## config.mk

```make
export PLATFORM = sky130hd
export DESIGN_NAME = adc_frame_seq
export DESIGN_NICKNAME = d
export VERILOG_FILES = /design/src/rtl/adcseq_pkg.sv /design/src/rtl/adcseq_ctrl.sv /design/src/rtl/adcseq_dpath.sv /design/src/rtl/adc_frame_seq.sv
export SDC_FILE = /design/constraint.sdc
export NUM_CORES = 1
export LEC_CHECK = 0
export BUFFER_PORTS_ARGS = -buffer_cell sky130_fd_sc_hd__buf_2
export CAP_MARGIN = 5
export CORE_AREA = 2 2 134 136
export CTS_CLUSTER_DIAMETER = 50
export DETAILED_ROUTE_END_ITERATION = 10
export DIE_AREA = 0 0 136 138
export GPL_ROUTABILITY_DRIVEN = 0
export REMOVE_ABC_BUFFERS = 1
export SYNTH_ARGS = -nofsm -noshare
export SYNTH_HDL_FRONTEND = slang
export SYNTH_HIERARCHICAL = 1
export SYNTH_SLANG_ARGS = --single-unit
```

## constraint.sdc

```tcl
create_clock -name clk -period 3.75 [get_ports clk]
set_input_delay 0.375 -clock clk [delete_from_list [all_inputs] [get_ports clk]]
set_output_delay 0.375 -clock clk [all_outputs]
set_load 0.1 [all_outputs]
```

## src/rtl/adcseq_pkg.sv

```systemverilog
package adcseq_pkg;
  typedef enum logic [2:0] {
    ST_IDLE,
    ST_SETTLE,
    ST_HIGH,
    ST_LOW,
    ST_GAP
  } seqState_t;

  typedef struct packed {
    logic load;      // frame start: capture settings, preload shifters
    logic sample;    // sclk rising: take sdi
    logic shiftOut;  // sclk falling: advance command bit
    logic finish;    // last low phase done: publish result
  } seqStrobe_t;
endpackage

```

## src/rtl/adcseq_ctrl.sv

```systemverilog
module adcseq_ctrl
  import adcseq_pkg::*;
#(
  parameter int DIV_W    = 8,
  parameter int GAP_W    = 8,
  parameter int RES_BITS = 10
) (
  input  logic             clk,
  input  logic             rstN,
  input  logic             enable,
  input  logic [DIV_W-1:0] clkDiv,
  input  logic [GAP_W-1:0] gapCycles,
  output seqStrobe_t       strobe,
  output logic             frameActive,
  output logic             sclk
);
  localparam int CNT_W = (DIV_W > GAP_W) ? DIV_W : GAP_W;
  localparam int BIT_W = $clog2(RES_BITS + 1);
  localparam logic [BIT_W-1:0] LAST_BIT = BIT_W'(RES_BITS - 1);

  seqState_t        state;
  logic [CNT_W-1:0] phaseCnt;
  logic [BIT_W-1:0] bitCnt;
  logic [DIV_W-1:0] divLat;
  logic [GAP_W-1:0] gapLat;
  logic             phaseDone;

  function automatic logic [CNT_W-1:0] hiLen(input logic [DIV_W-1:0] d);
    logic [DIV_W-1:0] eff;
    eff = (d < DIV_W'(2)) ? DIV_W'(2) : d;
    return CNT_W'(eff >> 1);
  endfunction

  function automatic logic [CNT_W-1:0] loLen(input logic [DIV_W-1:0] d);
    logic [DIV_W-1:0] eff;
    eff = (d < DIV_W'(2)) ? DIV_W'(2) : d;
    return CNT_W'(eff - (eff >> 1));
  endfunction

  assign phaseDone   = (phaseCnt == '0);
  assign frameActive = (state == ST_SETTLE) || (state == ST_HIGH) || (state == ST_LOW);
  assign sclk        = (state == ST_HIGH);

  always_comb begin
    strobe          = '0;
    strobe.load     = (state == ST_IDLE) && enable;
    strobe.sample   = phaseDone && ((state == ST_SETTLE) ||
                                    ((state == ST_LOW) && (bitCnt != LAST_BIT)));
    strobe.shiftOut = phaseDone && (state == ST_HIGH);
    strobe.finish   = phaseDone && (state == ST_LOW) && (bitCnt == LAST_BIT);
  end

  always_ff @(posedge clk or negedge rstN) begin
    if (!rstN) begin
      state    <= ST_IDLE;
      phaseCnt <= '0;
      bitCnt   <= '0;
      divLat   <= '0;
      gapLat   <= '0;
    end else begin
      unique case (state)
        ST_IDLE: if (enable) begin
          state    <= ST_SETTLE;
          divLat   <= clkDiv;
          gapLat   <= gapCycles;
          phaseCnt <= loLen(clkDiv) - CNT_W'(1);
          bitCnt   <= '0;
        end
        ST_SETTLE: if (phaseDone) begin
          state    <= ST_HIGH;
          phaseCnt <= hiLen(divLat) - CNT_W'(1);
        end else phaseCnt <= phaseCnt - CNT_W'(1);
        ST_HIGH: if (phaseDone) begin
          state    <= ST_LOW;
          phaseCnt <= loLen(divLat) - CNT_W'(1);
        end else phaseCnt <= phaseCnt - CNT_W'(1);
        ST_LOW: if (phaseDone) begin
          if (bitCnt == LAST_BIT) begin
            state    <= ST_GAP;
            phaseCnt <= (gapLat == '0) ? '0 : CNT_W'(gapLat) - CNT_W'(1);
          end else begin
            state    <= ST_HIGH;
            bitCnt   <= bitCnt + BIT_W'(1);
            phaseCnt <= hiLen(divLat) - CNT_W'(1);
          end
        end else phaseCnt <= phaseCnt - CNT_W'(1);
        ST_GAP: if (phaseDone) state <= ST_IDLE;
                else phaseCnt <= phaseCnt - CNT_W'(1);
        default: state <= ST_IDLE;
      endcase
    end
  end

  AST_SCLK_IN_FRAME: assert property (@(posedge clk) disable iff (!rstN)
    sclk |-> frameActive);
  AST_BIT_RANGE: assert property (@(posedge clk) disable iff (!rstN)
    bitCnt <= LAST_BIT);
  AST_DIV_HELD: assert property (@(posedge clk) disable iff (!rstN)
    (frameActive && $past(frameActive)) |-> $stable(divLat));
  AST_FINISH_ENDS: assert property (@(posedge clk) disable iff (!rstN)
    strobe.finish |=> !frameActive);
endmodule

```

## src/rtl/adcseq_dpath.sv

```systemverilog
module adcseq_dpath
  import adcseq_pkg::*;
#(
  parameter int NUM_DEV  = 4,
  parameter int DEV_W    = 2,
  parameter int CFG_BITS = 8,
  parameter int RES_BITS = 10
) (
  input  logic                clk,
  input  logic                rstN,
  input  seqStrobe_t          strobe,
  input  logic                frameActive,
  input  logic [CFG_BITS-1:0] cfgWord,
  input  logic [DEV_W-1:0]    devSel,
  input  logic                sdi,
  output logic                sdo,
  output logic [NUM_DEV-1:0]  csN,
  output logic [7:0]          resHi,
  output logic [7:0]          resLo,
  output logic                resValid
);
  localparam int LO_N = RES_BITS - 8;

  logic [CFG_BITS-1:0] txShift;
  logic [RES_BITS-1:0] rxShift;
  logic [DEV_W-1:0]    devLat;

  assign sdo = txShift[CFG_BITS-1];

  generate
    for (genvar i = 0; i < NUM_DEV; i++) begin : g_cs
      assign csN[i] = !(frameActive && (devLat == DEV_W'(i)));
    end
  endgenerate

  always_ff @(posedge clk or negedge rstN) begin
    if (!rstN) begin
      txShift  <= '0;
      rxShift  <= '0;
      devLat   <= '0;
      resHi    <= '0;
      resLo    <= '0;
      resValid <= 1'b0;
    end else begin
      resValid <= strobe.finish;
      if (strobe.load) begin
        txShift <= cfgWord;
        rxShift <= '0;
        devLat  <= devSel;
      end
      if (strobe.sample)   rxShift <= {rxShift[RES_BITS-2:0], sdi};
      if (strobe.shiftOut) txShift <= {txShift[CFG_BITS-2:0], 1'b0};
      if (strobe.finish) begin
        resHi <= rxShift[RES_BITS-1:LO_N];
        resLo <= {rxShift[LO_N-1:0], {(8-LO_N){1'b0}}};
      end
    end
  end

  AST_ONE_CS: assert property (@(posedge clk) disable iff (!rstN)
    $countones(~csN) <= 1);
  AST_VALID_PULSE: assert property (@(posedge clk) disable iff (!rstN)
    resValid |=> !resValid);
  AST_VALID_CS_HIGH: assert property (@(posedge clk) disable iff (!rstN)
    resValid |-> (&csN));
  AST_CS_HELD: assert property (@(posedge clk) disable iff (!rstN)
    (frameActive && $past(frameActive)) |-> $stable(csN));
endmodule

```

## src/rtl/adc_frame_seq.sv

```systemverilog
module adc_frame_seq
  import adcseq_pkg::*;
#(
  parameter int NUM_DEV = 4,
  parameter int DEV_W   = (NUM_DEV > 1) ? $clog2(NUM_DEV) : 1,
  parameter int DIV_W   = 8,
  parameter int GAP_W   = 8
) (
  input  logic               clk,
  input  logic               rstN,
  input  logic               enable,
  input  logic [7:0]         cfgWord,
  input  logic [DIV_W-1:0]   clkDiv,
  input  logic [GAP_W-1:0]   gapCycles,
  input  logic [DEV_W-1:0]   devSel,
  input  logic               sdi,
  output logic               sclk,
  output logic               sdo,
  output logic [NUM_DEV-1:0] csN,
  output logic [7:0]         resHi,
  output logic [7:0]         resLo,
  output logic               resValid
);
  localparam int CFG_BITS = 8;
  localparam int RES_BITS = 10;

  seqStrobe_t strobe;
  logic       frameActive;

  adcseq_ctrl #(.DIV_W(DIV_W), .GAP_W(GAP_W), .RES_BITS(RES_BITS)) ctrl_i (
    .clk(clk), .rstN(rstN), .enable(enable), .clkDiv(clkDiv),
    .gapCycles(gapCycles), .strobe(strobe), .frameActive(frameActive),
    .sclk(sclk)
  );

  adcseq_dpath #(.NUM_DEV(NUM_DEV), .DEV_W(DEV_W), .CFG_BITS(CFG_BITS),
                 .RES_BITS(RES_BITS)) dpath_i (
    .clk(clk), .rstN(rstN), .strobe(strobe), .frameActive(frameActive),
    .cfgWord(cfgWord), .devSel(devSel), .sdi(sdi), .sdo(sdo), .csN(csN),
    .resHi(resHi), .resLo(resLo), .resValid(resValid)
  );
endmodule

```

; ---- After elaboration in Yosys (flattened, before gate mapping)
; Index checks and enable logic that the tools add are counted.
[totals]
regBits = 62
inputBits = 30
output_inout_bits = 23
elab_cells = 91
[classes]
n_addsub = 8
order_cmp = 2
eq_ne = 16
n_mux = 25
reduce_logical = 29
[op_table]
columns = operator, n
row1 = $mux 8, 11
row2 = $pmux 8 s5, 1
row3 = $sub 8x1->8 const B, 4
row4 = $mux 10, 2
row5 = $mux 3, 6
row6 = $logic_not 8->1, 2
row7 = $lt 8x2->1 const B, 2
row8 = $sub 8x7->8, 2
row9 = $pmux 3 s5, 1
row10 = $mux 4, 3
row11 = $logic_and 1x1->1, 10
row12 = $ne 2x1->1 const B, 4
row13 = $pmux 4 s2, 1
row14 = $sub 7x1->8 const B, 1
row15 = $eq 3x2->1 const B, 2
row16 = $ne 2x2->1 const B, 3
row17 = $reduce_bool 2->1, 3
row18 = $reduce_and 5->1, 1
row19 = $reduce_bool 5->1, 1
row20 = $add 4x1->4 const B, 1
row21 = $eq 2x2->1 const B, 2
row22 = $eq 4x4->1 const B, 1
row23 = $logic_not 1->1, 4
row24 = $ne 4x4->1 const B, 1
row25 = 9 further kinds, 11

; ---- Longest topological paths before layout
; Gate-level depths: netlist of the first run.
[logic_depth]
word_depth = 6
depth_mapped = 14
depth_no_buf = 14

; ---- Hierarchy
; Netlist of the first run, hierarchy kept.
[modules_own_cells]
columns = module, instances, cells_each, area_per_inst_um2, seq_area_each_um2
row1 = adcseq_ctrl, 1, 355, 2952.8, 775.7
row2 = adcseq_dpath, 1, 108, 1320.0, 775.7

; ---- Worst setup path before layout of the first run
; OpenSTA, ideal clock, no wires.
[synth_path]
path_kind = register to register
from = reg ctrl_i.divLat[4]
to = reg ctrl_i.phaseCnt[4]
setup_ns = 0.121
arrival_ns = 2.647
t_required_ns = 3.629
setup_slack_ns = 0.982
stages_incl_launch_ff = 14
path_buffers = 0
synth_period_minus_slack_ns = 2.768
cell_sequence = dfrtp_1 inv_1 ha_1 and4bb_2 nor2_1 ha_1 inv_1 fa_1 o21bai_1 a21oi_1 xor2_1 a211oi_1 o211ai_1 a22o_1
[synth_via]
elab_chain_len = 6
word_cells_on_any_way = 10
classes_between = add/sub: 3 / order compare: 1 / mux: 6
[synth_rtl]
columns = element, line_no
row1 = "start, declared", adcseq_ctrl.sv:24  ; logic [DIV_W-1:0] divLat;
row2 = "start signal, assigned", adcseq_ctrl.sv:64  ; divLat <= clkDiv;
row3 = $lt 8x2->1, "adcseq_ctrl.sv:30, adcseq_ctrl.sv:36"
row4 = $mux 8 (*), "adcseq_ctrl.sv:30, adcseq_ctrl.sv:36"
row5 = $sub 8x7->8 or $sub 7x1->8 (tied branches), "adcseq_ctrl.sv:37, adcseq_ctrl.sv:71, adcseq_ctrl.sv:84"
row6 = $sub 8x1->8 or $mux 8 (tied branches), "adcseq_ctrl.sv:75, adcseq_ctrl.sv:78"
row7 = $mux 8 (on tied branches), "adcseq_ctrl.sv:73, adcseq_ctrl.sv:77"
row8 = $pmux 8 s5 (*), adcseq_ctrl.sv:61  ; unique case (state)
row9 = "end signal, assigned", adcseq_ctrl.sv:72  ; end else phaseCnt <= phaseCnt - CNT_W'(1);
row10 = "end signal, assigned", adcseq_ctrl.sv:75  ; phaseCnt <= loLen(divLat) - CNT_W'(1);
row11 = "end signal, assigned", adcseq_ctrl.sv:76  ; end else phaseCnt <= phaseCnt - CNT_W'(1);
row12 = "end, declared", adcseq_ctrl.sv:22  ; logic [CNT_W-1:0] phaseCnt;
; Every way passes the cells marked *; elsewhere a longest branch is shown, timed or not.
; A chain may end at the register's enable or synchronous reset.

; ---- Final worst setup path of the first run
; Ends and elaborated chain as after synthesis.

==> flow_metrics.env, run 1 <==
export IMPL_grt_max_degree=35
export IMPL_drt_wl_total_um=10300
export IMPL_synthArstFlopShare=1.00
export IMPL_cts_tree="built"
export IMPL_yosysSeqAreaShare=0.363
export IMPL_crit_path_end_kind="register"
export IMPL_num_rows=49
export IMPL_synth_edf_count=0
export IMPL_portBuffers=46
export IMPL_diodes=0
export IMPL_ys_ff_latch=62
export IMPL_whs_ns=0.140
export IMPL_ios=53
export IMPL_critPathArrivalTime_ns=3.24
export IMPL_clock_path_buffers=2
export IMPL_vias=3409
export IMPL_slew_headroom=0.450
export IMPL_ys_types=63
export IMPL_outcome="complete, no violations"
export IMPL_synth_cells=463
export IMPL_postCtsSetupRepairBufs=0
export IMPL_clockRootBuffer="clkbuf_16"
export IMPL_drc=0
export IMPL_n_fill_cell=1894
export IMPL_worst_ep_required_time_ns=3.97
export IMPL_yosys_area_share_adder=0.0972
export IMPL_synth_ff_type="dfrtp_1"
export IMPL_critPathBufInv=2
export IMPL_power_density_nw_per_um2=749
export IMPL_fin_skew_ns=0.00769
export IMPL_track_usage=0.117
export IMPL_htree_levels=3
export IMPL_tns_ns=0
export IMPL_synth_xor_area_frac=0.0492
export IMPL_maxSlewViolCount=0
export IMPL_postSynthAreaPerCell_um2=9.23
export IMPL_critical_path_max_stage_delay_ns=0.39
export IMPL_wl_per_cell_um=13.9
export IMPL_clkTransAtPathRegs_ns=0.06
export IMPL_drv_cap=0
export IMPL_fmax_mhz=330
export IMPL_cp_start_kind="register"
export IMPL_cp_startpoint="ctrl_i/divLat[4]$_DFFE_PN0P_"
export IMPL_tightest_slew_ns=0.825
export IMPL_via_per_inst=4.61
export IMPL_cpLargestDelayFamily="adder cells"
export IMPL_ctsResizeCount=0
export IMPL_rr_startpoint="ctrl_i/divLat[4]$_DFFE_PN0P_"
export IMPL_grt_pass1_wl_um=17600
export IMPL_antenna_found_initial=0
export IMPL_period_share=0.807
export IMPL_die_x_um=136
export IMPL_grt_pass1_vias=3447
export IMPL_cts_buffers=9
export IMPL_fin_crit_ns=3.03
export IMPL_drtAntennaViolNets=0
export IMPL_irDropWorstVdd_mv=0.277
export IMPL_drt_pre_antenna_iters=6
export IMPL_synth_compound_area_share=0.173
export IMPL_holdBufCountCts=0
export IMPL_synth_top_family_by_area="compound AO/OA/AOI/OAI gates"
export IMPL_p_leak_uw=0.00219
export IMPL_place_hpwl_um=7690
export IMPL_synth_simple_area_share=0.170
export IMPL_dieArea_um2=18800
export IMPL_path_class="reg -> reg"
export IMPL_syn2layout_area_growth_pct=17.1
export IMPL_synthMuxAreaShare=0.0805
export IMPL_initial_utilization=0.244
export IMPL_dieHeight_um=138
export IMPL_slowest_stage="fa_1"
export IMPL_core_area_um2=17500
export IMPL_hold_viol=0
export IMPL_crit_path_max_fanout=5
export IMPL_nNetsFinal=568
export IMPL_rsz0062_at_grt="false"
export IMPL_drt_iter0_markers=136
export IMPL_drive_gt1_frac=0.198
export IMPL_syn_area_um2=4270
export IMPL_crit_chain="inv_1, ha_1, and4bb_2, nor2_1, ha_1, inv_1, fa_1, o21bai_1, a21oi_1, xor2_1, a211oi_1, o211ai_1, a22o_1"
export IMPL_cts_num_sinks=62
export IMPL_final_setup_viol_count=0
export IMPL_worstSkewPairLatency_ns=0.33
export IMPL_hold_path_class="in -> async"
export IMPL_grt_ovfl_total=0
export IMPL_synth_warnings=6
[kinds of logic (layout without fill, tap and decap cells)]
kind of cell / Yosys count / in the layout
and+or+nand+nor: 141 / 141
AOI/OAI and AO/OA: 117 / 117
DFF: 62 / 62
buffers and inverters: 56 / 99
adders and majority gates: 32 / 32
muxes: 30 / 30
xor gates and xnor gates: 24 / 24
other: 1 / 6
[synthesized netlist by cell type, types with 6 or more instances]
library cell  instances  area (um2)
o22ai_1               7        43.8
nand2_1              50         188
nand2b_1             12        75.1
ha_1                 30         375
a21oi_1              19        95.1
mux2i_1              10         100
mux2_2               15         169
nand3_1               6        30.0
nor2_1               24        90.1
buf_2                 7        35.0
o21ai_0              43         215
a211oi_1              6        45.0
xor2_1               13         114
dfrtp_1              62        1550
nor3_1               10        50.1
buf_4                 7        52.6
clkbuf_1              7        26.3
xnor2_1              11        96.3
inv_1                29         109
[area by class of cell]
cell class | count | area (um2) | share of cell area
clock buffers | 10 | 239 | 0.0477
well taps | 229 | 287 | 0.0573
inverters | 30 | 113 | 0.0225
multi-input cells | 350 | 2460 | 0.492
flip-flops and latches | 62 | 1550 | 0.310
repair buffers | 53 | 283 | 0.0565
clock inverters | 6 | 71.3 | 0.0142
[cell usage in the layout (no fill, tap or decap), types with 4 or more instances in the layout]
| master | instances |
|---|---|
| nand3_1 | 6 |
| o21bai_1 | 5 |
| nand2_1 | 50 |
| buf_4 | 7 |
| nand2b_1 | 12 |
| o21ai_0 | 43 |
| nand3b_1 | 4 |
| buf_2 | 46 |
| mux2_4 | 5 |
| nor3_1 | 10 |
| dfrtp_1 | 62 |
| o31ai_1 | 5 |
| conb_1 | 6 |
| mux2i_1 | 10 |
| xnor2_1 | 11 |
| nor2b_1 | 5 |
| clkbuf_16 | 9 |
| a21oi_1 | 19 |
| a22o_1 | 4 |
| mux2_2 | 15 |
| inv_1 | 29 |
| nor2_1 | 24 |
| xor2_1 | 13 |
| o22ai_1 | 7 |
| ha_1 | 30 |
| a211oi_1 | 6 |
[per-stage QoR]
| stage | power (uW) | utilization | setup WS (ns) | instance area, um2 | cells |
|---|---|---|---|---|---|
| after floorplan | 2480 | - | 0.982 | 4130 | 442 |
| after global placement | 2880 | 0.268 | 0.855 | 4690 | 724 |
| after detailed placement | 2890 | 0.268 | 0.772 | 4690 | 724 |
| after CTS | 3770 | 0.285 | 0.727 | 5000 | 740 |
| after global routing | 4060 | 0.285 | 0.466 | 5000 | 740 |
| final | 3750 | 0.285 | 0.724 | 5000 | 740 |
[layer usage]
metal,vias up,GRT usage,part of all wire
li1,1701,-,-
met1,1621,0.157,0.47
met2,66,0.184,0.46
met3,21,0.0209,0.034
met4,0,0.0548,0.032
met5,-,0,0
[where the power goes]
part / internal (uW) / switching (uW)
clock network: 535 / 316
logic: 689 / 1040
registers: 906 / 257
[path summary, 6_finish.rpt]
| kind | to | slack, ns | cells after the start |
|---|---|---|---|
| max reg2reg | ctrl_i/phaseCnt[4]$_DFFE_PN0P_ | 0.72 | 13 |
| max in group asynchronous | ctrl_i/divLat[6]$_DFFE_PN0P_ | 2.87 | 2 |
| min reg2reg | dpath_i/txShift[4]$_DFFE_PN0P_ | 0.49 | 2 |
| max | ctrl_i/phaseCnt[4]$_DFFE_PN0P_ | 0.72 | 13 |
| min in group clk | ctrl_i/gapLat[1]$_DFFE_PN0P_ | 0.26 | 3 |
| min | dpath_i/devLat[1]$_DFFE_PN0P_ | 0.14 | 1 |
[flip-flops by register name, summed over array words and instances, names as in the netlist]
signal            cells
dpath_i/txShift       8
dpath_i/rxShift      10
ctrl_i/phaseCnt       8
ctrl_i/divLat         8
dpath_i/devLat        2
dpath_i/resValid      1
ctrl_i/state          3
ctrl_i/gapLat         8
ctrl_i/bitCnt         4
dpath_i/resLo         2
dpath_i/resHi         8
Note: power is estimated with default switching activity, not from simulation.
==> run 2: changes to the inputs <==
==> constraint.sdc (replaced) <==
create_clock -name clk -period 2.4 [get_ports clk]
set_input_delay 0.24 -clock clk [delete_from_list [all_inputs] [get_ports clk]]
set_output_delay 0.24 -clock clk [all_outputs]
set_load 0.1 [all_outputs]
==> run 2 against run 1 <==
The flow now finishes with violations (negative setup slack). Clock-buffer cell count rose by 1. Wire length rose by 11%. Sequential share of layout area is 3.6 points lower. Power rose by 80%. Non-clock buffer count grew 62. Critical endpoint unchanged. Largest power group unchanged.
==> flow_metrics.env, run 2 (synthesized netlist as in run 1, its figures left out) <==
export IMPL_holdPathStages=3
export IMPL_critPathArrivalTime_ns=2.84
export IMPL_largest_register="dpath_i/rxShift"
export IMPL_track_usage=0.124
export IMPL_rr_startpoint="ctrl_i/divLat[4]$_DFFE_PN0P_"
export IMPL_n_fill_cell=1843
export IMPL_final_common_cell="buf_4"
export IMPL_cp_start_kind="register"
export IMPL_rr_endpoint="ctrl_i/phaseCnt[4]$_DFFE_PN0P_"
export IMPL_crit_path_max_fanout=3
export IMPL_p_leak_uw=0.00254
export IMPL_irDropWorstVdd_mv=0.462
export IMPL_hold_start="gapCycles[0]"
export IMPL_largest_register_ffs=10
export IMPL_syn2layout_area_growth_pct=32.4
export IMPL_crit_path_end_kind="register"
export IMPL_drt_pre_antenna_iters=5
export IMPL_final_setup_viol_count=7
export IMPL_maxSlewViolCount=0
export IMPL_drt_wl_total_um=11400
export IMPL_clockRootBuffer="clkbuf_16"
export IMPL_drive_gt1_frac=0.319
export IMPL_place_hpwl_um=8230
export IMPL_slowest_stage="fa_2"
export IMPL_fin_skew_ns=0.00736
export IMPL_design_area_um2=5660
export IMPL_finalPower_uw=6730
export IMPL_critPathBufInv=2
export IMPL_grt_pass1_vias=3600
export IMPL_min_to="ctrl_i/gapLat[0]$_DFFE_PN0P_"
export IMPL_fmax_mhz=381
export IMPL_drt_iter0_markers=149
export IMPL_regArea_um2=1550
export IMPL_slew_headroom=0.379
export IMPL_clkTransAtPathRegs_ns=0.06
export IMPL_hold_path_class="in -> reg"
export IMPL_period_share=1.09
export IMPL_diodes=0
export IMPL_final_cell_mix="buf_4, dfrtp_1, nand2_1"
export IMPL_reg2reg_slack_ns=-0.22
export IMPL_clock_path_buffers=2
export IMPL_dieHeight_um=138
export IMPL_core_area_um2=17500
export IMPL_worstSkewPairLatency_ns=0.33
export IMPL_drtAntennaViolNets=0
export IMPL_critical_path_max_stage_delay_ns=0.39
export IMPL_ios=53
export IMPL_drc=0
export IMPL_crit_chain="inv_2, ha_4, and4bb_2, nand2_2, and2_4, ha_4, inv_2, fa_2, o21bai_1, a21oi_2, xor2_1, a211oi_2, o211ai_1, a22o_1"
export IMPL_reg2reg_depth=14
export IMPL_via_per_inst=4.60
export IMPL_portBuffers=46
export IMPL_rsz0062_at_grt="true"
export IMPL_drv_cap=0
export IMPL_cts_num_sinks=62
export IMPL_violations="negative setup slack"
export IMPL_grt_ovfl_total=0
export IMPL_htree_levels=3
export IMPL_final_setup_worst_slack_ns=-0.224
export IMPL_fin_crit_ns=2.62
export IMPL_nNetsFinal=632
export IMPL_cts_tree="built"
export IMPL_vias=3695
export IMPL_die_x_um=136
export IMPL_grt_pass1_wl_um=18300
export IMPL_grt_max_degree=40
export IMPL_multiInputGateArea_um2=2580
export IMPL_worst_ep_required_time_ns=2.62
export IMPL_cpLargestDelayFamily="compound AO/OA/AOI/OAI gates"
export IMPL_antenna_found_initial=0
export IMPL_dpl_instance_area_um2=5190
export IMPL_initial_utilization=0.244
export IMPL_num_rows=49
export IMPL_power_density_nw_per_um2=1190
export IMPL_cts_buffers=9
export IMPL_hold_viol=0
export IMPL_path_class="reg -> reg"
export IMPL_tightest_slew_ns=0.925
export IMPL_outcome="complete, but fails checks"
export IMPL_dieArea_um2=18800
export IMPL_wl_per_cell_um=14.2
-- run 2: cell count changes in the layout (fill, tap and decap cells not counted), moves of 2 or more --
cell / delta
clkinv_4: -3
inv_2: +6
ha_1: -4
nor2_4: +2
a211oi_1: -2
inv_1: -6
o21ai_1: +3
buf_12: +4
o21ai_0: -4
buf_2: -4
a211oi_2: +2
buf_4: +60
ha_4: +4
clkbuf_1: +2
-- run 2: worst min-delay path, stage by stage --
cell and delay (ns):
buf_2 0.08, nand2_1 0.04, o21ai_0 0.06
-- run 2: layout make-up --
type / count / share of cell area
clock inverter: 4 / 0.0128
tap: 229 / 0.0507
clock buffer: 11 / 0.0411
multi-input combinational: 352 / 0.457
sequential: 62 / 0.274
inverter: 30 / 0.0199
timing repair buffer: 115 / 0.144
-- run 2: layer usage --
metal,vias to the layer above,global-route usage,routed length [um]
li1,1836,-,-
met1,1742,0.168,5320
met2,92,0.189,5250
met3,25,0.0271,535
met4,0,0.0565,312
met5,-,0,0
-- run 2: worst max-delay path by stage --
| stage | from | end | slack (ns) | cells after the start |
|---|---|---|---|---|
| 5_1_grt | ctrl_i/divLat[4]$_DFFE_PN0P_ | ctrl_i/phaseCnt[4]$_DFFE_PN0P_ | -0.38 | 14 |
| 2_1_floorplan | ctrl_i/divLat[4]$_DFFE_PN0P_ | ctrl_i/phaseCnt[4]$_DFFE_PN0P_ | -0.37 | 13 |
| 3_3_place_gp | ctrl_i/divLat[4]$_DFFE_PN0P_ | ctrl_i/phaseCnt[4]$_DFFE_PN0P_ | -0.28 | 14 |
| 4_1_cts | ctrl_i/divLat[7]$_DFFE_PN0P_ | ctrl_i/phaseCnt[4]$_DFFE_PN0P_ | -0.20 | 14 |
| 3_5_place_dp | ctrl_i/divLat[4]$_DFFE_PN0P_ | ctrl_i/phaseCnt[4]$_DFFE_PN0P_ | -0.31 | 14 |
| 6_report | ctrl_i/divLat[4]$_DFFE_PN0P_ | ctrl_i/phaseCnt[4]$_DFFE_PN0P_ | -0.22 | 14 |
-- run 2: repair_timing --
action,in CTS,in global routing
setup endpoints to repair,44,18
cloned,1,1
resized for setup,24,11
hold endpoints to repair,23,0
buffers inserted,0,2
hold buffers,1,0
pin swaps,16,14
-- run 2: power breakdown --
part / internal [uW] / switching, uW
Combinational: 1680 / 1980
Clock: 901 / 464
Sequential: 1420 / 284
Total: 4000 / 2730
-- run 2: stage by stage --
stage	cells	util	setup TNS, ns	hold WS [ns]	setup slack, ns
final	803	0.323	-0.895	0.126	-0.224
after global placement	783	0.296	-3.94	0.279	-0.282
after detailed placement	783	0.296	-4.40	0.276	-0.307
after CTS	800	0.319	-0.679	0.120	-0.197
after floorplan	442	-	-1.17	-0.0556	-0.368
after global routing	803	0.323	-1.83	0.137	-0.384
==> run 3: changes to the inputs <==
--- a/config.mk
+++ b/config.mk
@@ -12,6 +12,7 @@
 export DETAILED_ROUTE_END_ITERATION = 10
 export DIE_AREA = 0 0 136 138
 export GPL_ROUTABILITY_DRIVEN = 0
+export RECOVER_POWER = 100
 export REMOVE_ABC_BUFFERS = 1
 export SYNTH_ARGS = -nofsm -noshare
 export SYNTH_HDL_FRONTEND = slang
==> run 3 against run 2 <==
The run still ends with negative setup slack left. Final area fell by 1.2%. Wire length about the same. Critical path depth did not move. Die area unchanged. Via count barely moved. Maximum frequency about the same. Hold slack about the same. First-iteration DRC count grew 4.0%. Clock-buffer cell count unchanged. Core utilization fell by 0.39 points. Critical path type unchanged.
==> flow_metrics.env, run 3 (synthesized netlist as in run 1, its figures left out) <==
export IMPL_drt_wl_total_um=11400
export IMPL_core_area_um2=17500
export IMPL_place_hpwl_um=8230
export IMPL_htree_levels=3
export IMPL_initial_utilization=0.244
export IMPL_drt_pre_antenna_iters=5
export IMPL_rr_startpoint="ctrl_i/divLat[4]$_DFFE_PN0P_"
export IMPL_crit_path_end_kind="register"
export IMPL_cp_num_cells=14
export IMPL_fmax_mhz=381
export IMPL_power_density_nw_per_um2=1200
export IMPL_tns_ns=-1.04
export IMPL_outcome="complete, but fails checks"
export IMPL_irDropWorstVdd_mv=0.461
export IMPL_final_setup_worst_slack_ns=-0.224
export IMPL_largest_register="dpath_i/rxShift"
export IMPL_diodes=0
export IMPL_endpoint="ctrl_i/phaseCnt[4]$_DFFE_PN0P_"
export IMPL_final_common_cell="buf_4"
export IMPL_antenna_found_initial=0
export IMPL_rr_endpoint="ctrl_i/phaseCnt[4]$_DFFE_PN0P_"
export IMPL_drive_gt1_frac=0.280
export IMPL_dieHeight_um=138
export IMPL_wl_per_cell_um=14.2
export IMPL_final_cell_mix="buf_4, dfrtp_1, nand2_1"
export IMPL_cp_startpoint="ctrl_i/divLat[4]$_DFFE_PN0P_"
export IMPL_p_leak_uw=0.00246
export IMPL_slew_headroom=0.119
export IMPL_drtAntennaViolNets=0
export IMPL_num_rows=49
export IMPL_clkTransAtPathRegs_ns=0.06
export IMPL_path_class="reg -> reg"
export IMPL_hold_viol=0
export IMPL_whs_ns=0.126
export IMPL_reg2reg_depth=14
export IMPL_critPathArrivalTime_ns=2.84
export IMPL_grt_pass1_vias=3600
export IMPL_portBuffers=46
export IMPL_dieArea_um2=18800
export IMPL_vias=3694
export IMPL_crit_chain="inv_2, ha_4, and4bb_2, nand2_2, and2_4, ha_4, inv_2, fa_2, o21bai_1, a21oi_2, xor2_1, a211oi_2, o211ai_1, a22o_1"
export IMPL_grt_ovfl_total=0
export IMPL_fin_skew_ns=0.00736
export IMPL_track_usage=0.124
export IMPL_syn2layout_area_growth_pct=30.8
export IMPL_nNetsFinal=632
export IMPL_clockRootBuffer="clkbuf_16"
export IMPL_maxSlewViolCount=0
export IMPL_drv_cap=0
export IMPL_critPathBufInv=2
export IMPL_ios=53
export IMPL_grt_max_degree=40
export IMPL_violations="negative setup slack"
export IMPL_period_share=1.09
export IMPL_utilization=0.319
export IMPL_cts_buffers=9
export IMPL_die_x_um=136
export IMPL_largest_register_ffs=10
export IMPL_cp_start_kind="register"
export IMPL_cts_tree="built"
export IMPL_clock_path_buffers=2
export IMPL_drc=0
export IMPL_slowest_stage="fa_2"
export IMPL_finalPower_uw=6680
export IMPL_worstSkewPairLatency_ns=0.33
export IMPL_rsz0062_at_grt="true"
export IMPL_fin_crit_ns=2.62
export IMPL_instances_no_fill=803
export IMPL_via_per_inst=4.60
export IMPL_reg2reg_slack_ns=-0.22
export IMPL_drt_iter0_markers=155
export IMPL_worst_ep_required_time_ns=2.62
export IMPL_final_setup_viol_count=8
export IMPL_hold_path_class="in -> reg"
export IMPL_dp_cells=783
export IMPL_grt_pass1_wl_um=18300
export IMPL_cts_num_sinks=62
export IMPL_tightest_slew_ns=1.32
export IMPL_cpLargestDelayFamily="compound AO/OA/AOI/OAI gates"
export IMPL_critical_path_max_stage_delay_ns=0.39
export IMPL_crit_path_max_fanout=3
[run 3: changes by cell type in the layout (fill, tap and decap cells not counted), sizes merged]
cell,previous run,this run
buf,114,95
clkbuf,11,30
[run 3: report_power, final]
| group | leakage [uW] | switching (uW) | internal (uW) |
|---|---|---|---|
| Combinational | 0.00154 | 1980 | 1640 |
| Clock | 0.000146 | 461 | 901 |
| Sequential | 0.000775 | 283 | 1420 |
| Total | 0.00246 | 2720 | 3960 |
[run 3: worst min-delay path by stage]
stage / startpoint / end / slack [ns] / cells after the start
after floorplan: rstN / ctrl_i/bitCnt[0]$_DFFE_PN0P_ / -0.06 / 0
after global placement: rstN / dpath_i/devLat[1]$_DFFE_PN0P_ / 0.28 / 1
after detailed placement: rstN / dpath_i/devLat[0]$_DFFE_PN0P_ / 0.28 / 1
after CTS: gapCycles[0] / ctrl_i/gapLat[0]$_DFFE_PN0P_ / 0.12 / 3
after global routing: gapCycles[0] / ctrl_i/gapLat[0]$_DFFE_PN0P_ / 0.14 / 3
final: gapCycles[0] / ctrl_i/gapLat[0]$_DFFE_PN0P_ / 0.13 / 3
[run 3: timing repair]
action,in CTS,in global routing
setup buffers,0,2
gates cloned,1,1
endpoints found under the hold margin,23,0
hold buffers,1,0
endpoints found under the setup margin,44,18
resized for setup,24,11
pin swaps,16,14
[run 3: per-stage QoR]
step | setup slack [ns] | instance area [um2]
global route | -0.384 | 5590
floorplan | -0.368 | 4130
global placement | -0.282 | 5190
CTS | -0.197 | 5590
finish | -0.224 | 5590
detailed placement | -0.307 | 5190
[run 3: area by class of cell]
| class | count | area (um2) |
|---|---|---|
| clock inverter | 4 | 72.6 |
| clock buffer | 11 | 233 |
| timing repair buffer | 115 | 773 |
| tap | 229 | 287 |
| inverter | 30 | 113 |
| fill | 1859 | 11900 |
| sequential | 62 | 1550 |
| multi-input combinational | 352 | 2560 |
[run 3: tightest hold or removal path: stages]
cell and delay, ns:
buf_2 0.08, nand2_1 0.04, o21ai_0 0.06
[run 3: layer usage]
layer	track usage	part of all wire
met3	0.0271	0.047
met4	0.0565	0.026
met2	0.189	0.46
met1	0.168	0.46
met5	0	0
